**src/rtl/vpa_pkg.sv**
```systemverilog
// Package: shared constants of the vector priority arbiter.
// Assumes 8-bit vectors, so the spurious field is 8 bits plus an enable bit.
package vpa_pkg;
    localparam int CLASS_W    = 4;   // priority class = top nibble of a vector
    localparam int SPUR_IN_W  = 16;  // width of the spurious write port
    localparam int SPUR_KEEP  = 9;   // bits retained by the spurious register
    localparam int SPUR_EN    = 8;   // enable bit position inside the register
    localparam logic [SPUR_KEEP-1:0] SPUR_RST = 9'h0FF;
endpackage

```
**src/rtl/vpa_prio_enc.sv**
```systemverilog
// Module: highest-set-bit encoder over a wide vector.
// Splits the vector into words, finds the top bit in each word in parallel,
// then picks the highest non-empty word. Assumes at least two words.
module vpa_prio_enc #(
    parameter int WIDTH  = 256,
    parameter int WORD_W = 32,
    localparam int IDX_W = $clog2(WIDTH)
) (
    input  logic [WIDTH-1:0] bits_i,
    output logic             valid_o,
    output logic [IDX_W-1:0] top_o
);
    localparam int NWORDS = WIDTH / WORD_W;
    localparam int OFF_W  = $clog2(WORD_W);
    localparam int SEL_W  = IDX_W - OFF_W;

    logic [NWORDS-1:0]            word_any;
    logic [NWORDS-1:0][OFF_W-1:0] word_off;

    // Top bit offset inside one word; lower bits are overwritten by higher ones.
    function automatic logic [OFF_W-1:0] top_in_word(input logic [WORD_W-1:0] w);
        logic [OFF_W-1:0] r;
        r = '0;
        for (int b = 0; b < WORD_W; b++) begin
            if (w[b]) r = OFF_W'(b);
        end
        return r;
    endfunction

    for (genvar g = 0; g < NWORDS; g++) begin : g_word
        assign word_any[g] = |bits_i[g*WORD_W +: WORD_W];
        assign word_off[g] = top_in_word(bits_i[g*WORD_W +: WORD_W]);
    end

    // Choose the highest word that holds any bit.
    always_comb begin
        top_o   = '0;
        valid_o = |word_any;
        for (int w = 0; w < NWORDS; w++) begin
            if (word_any[w]) top_o = {SEL_W'(w), word_off[w]};
        end
    end
endmodule

```
**src/rtl/vpa_ppr_calc.sv**
```systemverilog
// Module: processor priority and delivery decision.
// Forms the processor priority from the task priority and the top in-service
// vector, then decides whether the top pending vector may be delivered.
module vpa_ppr_calc import vpa_pkg::*; #(
    parameter int VEC_W = 8
) (
    input  logic [VEC_W-1:0] tpr_i,
    input  logic             isr_valid_i,
    input  logic [VEC_W-1:0] isr_top_i,
    input  logic             irr_valid_i,
    input  logic [VEC_W-1:0] irr_top_i,
    input  logic             enable_i,
    output logic [VEC_W-1:0] ppr_o,
    output logic             deliver_o
);
    localparam int LOW_W = VEC_W - CLASS_W;

    logic [CLASS_W-1:0] isr_cls;
    logic [CLASS_W-1:0] irr_cls;
    logic               blocked;

    // Processor priority: task priority unless the in-service class is higher.
    always_comb begin
        isr_cls = isr_valid_i ? isr_top_i[VEC_W-1 -: CLASS_W] : '0;
        if (tpr_i[VEC_W-1 -: CLASS_W] >= isr_cls) ppr_o = tpr_i;
        else                                      ppr_o = {isr_cls, {LOW_W{1'b0}}};
    end

    // Delivery: enabled, something pending, and its class beats the priority.
    always_comb begin
        irr_cls   = irr_top_i[VEC_W-1 -: CLASS_W];
        blocked   = (ppr_o != '0) && (irr_cls <= ppr_o[VEC_W-1 -: CLASS_W]);
        deliver_o = enable_i && irr_valid_i && !blocked;
    end
endmodule

```
**src/rtl/vec_prio_arbiter.sv**
```systemverilog
// Module: interrupt vector priority arbiter (top).
// Holds the request, in-service and trigger bit vectors, applies set,
// acknowledge and end-of-interrupt strobes on the clock edge, and presents
// the deliverable vector combinationally. Assumes 8-bit vectors.
module vec_prio_arbiter import vpa_pkg::*; #(
    parameter int NUM_VEC = 256,
    parameter int WORD_W  = 32,
    localparam int VEC_W  = $clog2(NUM_VEC)
) (
    input  logic                 clk,
    input  logic                 rst_n,
    input  logic                 set_req_i,
    input  logic [VEC_W-1:0]     set_vec_i,
    input  logic                 set_level_i,
    input  logic                 ack_i,
    input  logic                 eoi_i,
    input  logic                 tpr_wr_i,
    input  logic [VEC_W-1:0]     tpr_data_i,
    input  logic                 spur_wr_i,
    input  logic [SPUR_IN_W-1:0] spur_data_i,
    output logic                 irq_o,
    output logic [VEC_W-1:0]     ack_vec_o,
    output logic [VEC_W-1:0]     ppr_o,
    output logic                 eoi_o,
    output logic [VEC_W-1:0]     eoi_vec_o
);
    logic [NUM_VEC-1:0]   irr_q, isr_q, tmr_q;
    logic [NUM_VEC-1:0]   irr_n, isr_n, tmr_n;
    logic [VEC_W-1:0]     tpr_q;
    logic [SPUR_KEEP-1:0] spur_q;
    logic                 irr_valid, isr_valid, deliver;
    logic [VEC_W-1:0]     irr_top, isr_top;
    logic                 ack_take, eoi_take;

    vpa_prio_enc #(.WIDTH(NUM_VEC), .WORD_W(WORD_W)) u_irr_enc (
        .bits_i(irr_q), .valid_o(irr_valid), .top_o(irr_top)
    );

    vpa_prio_enc #(.WIDTH(NUM_VEC), .WORD_W(WORD_W)) u_isr_enc (
        .bits_i(isr_q), .valid_o(isr_valid), .top_o(isr_top)
    );

    vpa_ppr_calc #(.VEC_W(VEC_W)) u_ppr (
        .tpr_i(tpr_q), .isr_valid_i(isr_valid), .isr_top_i(isr_top),
        .irr_valid_i(irr_valid), .irr_top_i(irr_top),
        .enable_i(spur_q[SPUR_EN]), .ppr_o(ppr_o), .deliver_o(deliver)
    );

    // Processor-facing outputs follow the stored state directly.
    always_comb begin
        irq_o     = deliver;
        ack_vec_o = deliver ? irr_top : spur_q[VEC_W-1:0];
        ack_take  = ack_i && deliver;
        eoi_take  = eoi_i && isr_valid;
    end

    // Next vector state: clears from ack/EOI first, then the set on top.
    always_comb begin
        irr_n = irr_q;
        isr_n = isr_q;
        tmr_n = tmr_q;
        if (eoi_take) isr_n[isr_top] = 1'b0;
        if (ack_take) begin
            irr_n[irr_top] = 1'b0;
            isr_n[irr_top] = 1'b1;
        end
        if (set_req_i) begin
            irr_n[set_vec_i] = 1'b1;
            tmr_n[set_vec_i] = set_level_i;
        end
    end

    // State registers with synchronous active-low reset.
    always_ff @(posedge clk) begin
        if (!rst_n) begin
            irr_q     <= '0;
            isr_q     <= '0;
            tmr_q     <= '0;
            tpr_q     <= '0;
            spur_q    <= SPUR_RST;
            eoi_o     <= 1'b0;
            eoi_vec_o <= '0;
        end else begin
            irr_q     <= irr_n;
            isr_q     <= isr_n;
            tmr_q     <= tmr_n;
            if (tpr_wr_i)  tpr_q  <= tpr_data_i;
            if (spur_wr_i) spur_q <= spur_data_i[SPUR_KEEP-1:0];
            eoi_o     <= eoi_take && tmr_q[isr_top];
            eoi_vec_o <= isr_top;
        end
    end


    set_marks_pending_chk: assert property (@(posedge clk) disable iff (!rst_n)
        set_req_i |=> irr_q[$past(set_vec_i)] && (tmr_q[$past(set_vec_i)] == $past(set_level_i)));

    ack_moves_to_service_chk: assert property (@(posedge clk) disable iff (!rst_n)
        (ack_i && irq_o && !(set_req_i && set_vec_i == ack_vec_o))
        |=> isr_q[$past(ack_vec_o)] && !irr_q[$past(ack_vec_o)]);

    blocked_ack_idle_chk: assert property (@(posedge clk) disable iff (!rst_n)
        (ack_i && !irq_o && !set_req_i && !eoi_i) |=> $stable(irr_q) && $stable(isr_q));

    eoi_pulse_origin_chk: assert property (@(posedge clk) disable iff (!rst_n)
        eoi_o |-> $past(eoi_i) && !isr_q[eoi_vec_o] || $past(ack_i));

    disabled_quiet_chk: assert property (@(posedge clk) disable iff (!rst_n)
        !spur_q[SPUR_EN] |-> !irq_o);

    ppr_floor_chk: assert property (@(posedge clk) disable iff (!rst_n)
        ppr_o[VEC_W-1 -: CLASS_W] >= tpr_q[VEC_W-1 -: CLASS_W]);
endmodule

```
**config.mk**
```make
export PLATFORM = sky130hd
export DESIGN_NAME = vec_prio_arbiter
export DESIGN_NICKNAME = d
export VERILOG_FILES = /design/src/rtl/vpa_pkg.sv /design/src/rtl/vpa_prio_enc.sv /design/src/rtl/vpa_ppr_calc.sv /design/src/rtl/vec_prio_arbiter.sv
export SDC_FILE = /design/constraint.sdc
export NUM_CORES = 2
export LEC_CHECK = 0
export BUFFER_PORTS_ARGS = -buffer_cell sky130_fd_sc_hd__buf_2
export CORE_MARGIN = 8
export CORE_UTILIZATION = 38
export DETAILED_ROUTE_END_ITERATION = 8
export GPL_TIMING_DRIVEN = 1
export PLACE_DENSITY = 0.52
export SETUP_SLACK_MARGIN = 0.15
export SYNTH_ARGS = -nofsm -noshare
export SYNTH_HDL_FRONTEND = slang
export SYNTH_SLANG_ARGS = --single-unit
```
**constraint.sdc**
```tcl
create_clock -name clk -period 8.2 [get_ports clk]
set_clock_uncertainty 0.1 [all_clocks]
set_input_delay 0.41 -clock clk [delete_from_list [all_inputs] [get_ports clk]]
set_output_delay 0.41 -clock clk [all_outputs]
set_load 0.05 [all_outputs]
```
==> impl_results.md <==
* Outcome: complete, no violations
* Cell with the most instances after synthesis: dfxtp_1
* Synth unique cells at 92
* Cts bufs inserted at 94
* Largest net degree at the start of global routing at 156
* Top cells by area, synth: dfxtp_1, mux2i_1, a21oi_1
* Endpoints failing setup at 0
* Vias in the first global route at 38100
* #FFs+latches synth at 794
* Ys flop type: dfxtp_1
* Max VDD drop at 0.157 mV
* Period utilization at 0.941
* WL met3 at 19700 um
* Final net count at 5029
* Worst Reg2Reg Path Length in Cells at 26
* Core footprint at 0.103 sq mm
* Synth Net Count at 5056
* Initial Utilization at 0.382
* WP buf/inv at 2
* GR Util All Layers at 0.314
* I/O Buffers at 58
* DR pass1 iterations at 7
* CP Capture Type: register
* Critical path peak fanout at 12
* Slew headroom at 0.116
* Critical path's largest stage delay at 0.68 ns
* Reg-to-Reg Start: isr_q[100]
* CTS Sinks at 794
* Post-synth top cells: dfxtp_1, nor2_1, nand2_1
* Rows at 118
* Share of cells above drive strength 1 at 0.102
* Die height at 338 um
* Vias at 41700
* Reg2reg end: irr_q[249]
* Initial antenna violation count at 8
* Avg Inst Size Synth at 7.86 sq um
* Critical path's slowest cell: a2111oi_0
* Final hold slack at 0.0398 ns
* WL met1 at 77200 um
* FF-to-FF setup slack at 0.48 ns
* CTS max path bufs at 3
* Post-synth EDFFs at 0
* Setup crit start: isr_q[100]
* Design Area, Final at 0.0446 sq mm
* Post-synth top area cell: dfxtp_1
* CP Capture Point: irr_q[249]
* Max cap viols at 0
* Post-synth top area share at 0.404
* Setup TNS at 0 ns
* PD cells at 206 mW/mm^2
* Total gr overflow at 0
* Die W at 338 um
* Fillers at 10700
* Layout area overhead at 13.4%
* RSZ-0062 raised after global routing: no
* Top Family by Delay on Critical Path: simple AND/OR/NAND/NOR gates
* Drt via density at 6.48
* CP Class: register to register
* Met2 WL post-DR at 79100 um
* Post-layout min period at 7.72 ns
* Placer Congestion at 0.999
* CTS root buf: clkbuf_16
* Max Used Layer: met5
* Fin. Hold Viols at 0
* Placed Area at 0.0415 sq mm
* CP Data Arrival Time at 8.19 ns
* Asr flop ratio synth at 0
* Sequential share of the synthesized area at 0.404
* CP Depth at 26
* H-tree levels at 3
* I/O pins at 66
* Critical Path RT at 8.67 ns
* Starting DRT DRC Count at 5501
* HP Class: input port to register
* Max Slew Vio Count at 0
* Fmax achieved at 130 MHz
* Final design utilization at 0.433
* CTS tree: done
* First-pass GRT wire length at 268000 um
* Synth Instances at 5008
* Wirelength, routed at 187000 um
* Worst-Skew Late Latency at 0.69 ns
* Post-Syn Area at 0.0393 sq mm
* Worst setup SP type: register
* Overall power at 0.00921 W
* HPWL Detailed at 124000 um
* Leakage at 16.0 nW
* Worst-path clk slew at 0.06 ns
* Routed WL per cell at 29.1 um
* DRC viols at 0
* Yosys synthesis warning count at 0
* ANT nets after route at 0
* Die area at 0.114 sq mm
* Worst slew pin tran at 1.32 ns
-- area by class of cell --
| class | count | area, sq um | share of cell area |
|---|---|---|---|
| antenna | 3 | 7.51 | 0.000168 |
| inverter | 119 | 454 | 0.0102 |
| sequential | 794 | 15900 | 0.356 |
| timing repair buffer | 236 | 1740 | 0.0389 |
| clock inverter | 28 | 274 | 0.00614 |
| multi-input combinational | 3736 | 21800 | 0.489 |
| clock buffer | 135 | 2710 | 0.0607 |
| tap | 1380 | 1730 | 0.0387 |
-- kinds of logic after synthesis --
kind of cell             share of synthesized area
AND/OR/NAND/NOR                              0.216
AO/OA/AOI/OAI                                0.268
flip-flops                                   0.404
buffers and inverters                       0.0475
multiplexers                                0.0618
adder cells (fa/ha/maj)                    0.00254
-- worst reg2reg max path: stages (launching register included) --
cell,delay (ns)
dfxtp_1,0.34
nor4_1,0.54
nand4_1,0.33
or2_2,0.41
a2111oi_0,0.68
o21a_1,0.41
o31ai_2,0.19
ha_1,0.32
nand2b_1,0.13
a21o_1,0.17
a21o_1,0.17
a21oi_1,0.18
buf_4,0.21
mux2_2,0.38
ha_1,0.20
nor2b_1,0.12
o21ai_0,0.09
nand2b_1,0.08
a21oi_1,0.06
a41o_1,0.21
o31ai_2,0.07
and3_1,0.33
nand2_1,0.49
buf_4,0.34
nor3_1,0.58
nand3_1,0.19
a31o_2,0.30
-- stage by stage --
step / worst slack (ns) / instances
global route: 0.234 / 6428
detailed placement: 0.713 / 6248
floorplan: 0.638 / 5008
CTS: 0.688 / 6428
finish: 0.481 / 6431
global placement: 0.677 / 6248
-- registers in the layout (all words and copies together) (netlist names) --
signal / flops
spur_q: 9
isr_q: 256
tpr_q: 8
tmr_q: 256
eoi_vec_o: 8
eoi_o: 1
irr_q: 256
-- cell usage in the layout (no fill, tap or decap), types with 14 or more instances in the layout --
| master | Yosys | final |
|---|---|---|
| nand2_1 | 530 | 515 |
| o311ai_0 | 15 | 15 |
| nand2_2 | 1 | 15 |
| buf_4 | 6 | 157 |
| or4_1 | 32 | 32 |
| a21oi_1 | 437 | 437 |
| o21bai_1 | 38 | 38 |
| a2111oi_0 | 14 | 14 |
| clkbuf_1 | 309 | 22 |
| clkbuf_16 | 0 | 95 |
| nand2b_1 | 28 | 28 |
| mux2i_1 | 225 | 225 |
| nor3_1 | 185 | 179 |
| o21a_1 | 32 | 31 |
| and2_1 | 28 | 27 |
| a311oi_1 | 144 | 144 |
| a31o_2 | 55 | 55 |
| inv_1 | 119 | 118 |
| nor2b_1 | 38 | 37 |
| nor4_1 | 142 | 140 |
| mux2_2 | 16 | 16 |
| clkinv_2 | 0 | 17 |
| buf_2 | 28 | 56 |
| a31oi_1 | 36 | 36 |
| nor2_1 | 548 | 529 |
| dlygate4sd3_1 | 0 | 17 |
| and3_1 | 34 | 34 |
| dfxtp_1 | 794 | 794 |
| nor2_2 | 2 | 14 |
| o21ai_1 | 17 | 16 |
| o211ai_1 | 150 | 150 |
| a211oi_1 | 35 | 35 |
| nand4_1 | 31 | 31 |
| o31ai_1 | 46 | 46 |
| clkbuf_8 | 0 | 19 |
| o21ai_0 | 428 | 428 |
| o22ai_1 | 65 | 65 |
| nand3_1 | 186 | 185 |
-- power breakdown --
part,internal (W),switching (W),total [W]
Clock,0.00241,0.00176,0.00417
Sequential,0.00387,0.00000902,0.00388
Combinational,0.000217,0.000952,0.00117
Total,0.00649,0.00272,0.00921
-- how the worst min path moves through the flow --
stage | from | to | slack (ns) | depth (start not counted)
detailed placement | tmr_q[180] | tmr_q[180] | 0.35 | 2
finish | spur_wr_i | spur_q[4] | 0.04 | 3
CTS | spur_wr_i | spur_q[4] | 0.005 | 3
floorplan | tmr_q[176] | tmr_q[176] | 0.34 | 2
global route | spur_wr_i | spur_q[3] | 0.05 | 3
global placement | tmr_q[180] | tmr_q[180] | 0.35 | 2
-- timing repair --
| item | CTS | global route |
|---|---|---|
| endpoints found under the setup margin | 0 | 1 |
| endpoints found under the hold margin | 17 | 0 |
| gates resized for setup | 0 | 1 |
| hold buffers | 17 | 0 |
| buffers inserted | 0 | 0 |
-- routing by layer --
layer / vias to the layer above / global-route usage
met1: 20200 / 0.423
met4: 8 / 0.161
met3: 541 / 0.0725
met5: - / 0
met2: 2394 / 0.467
li1: 18600 / -
Note: power is estimated with default switching activity, not from simulation.
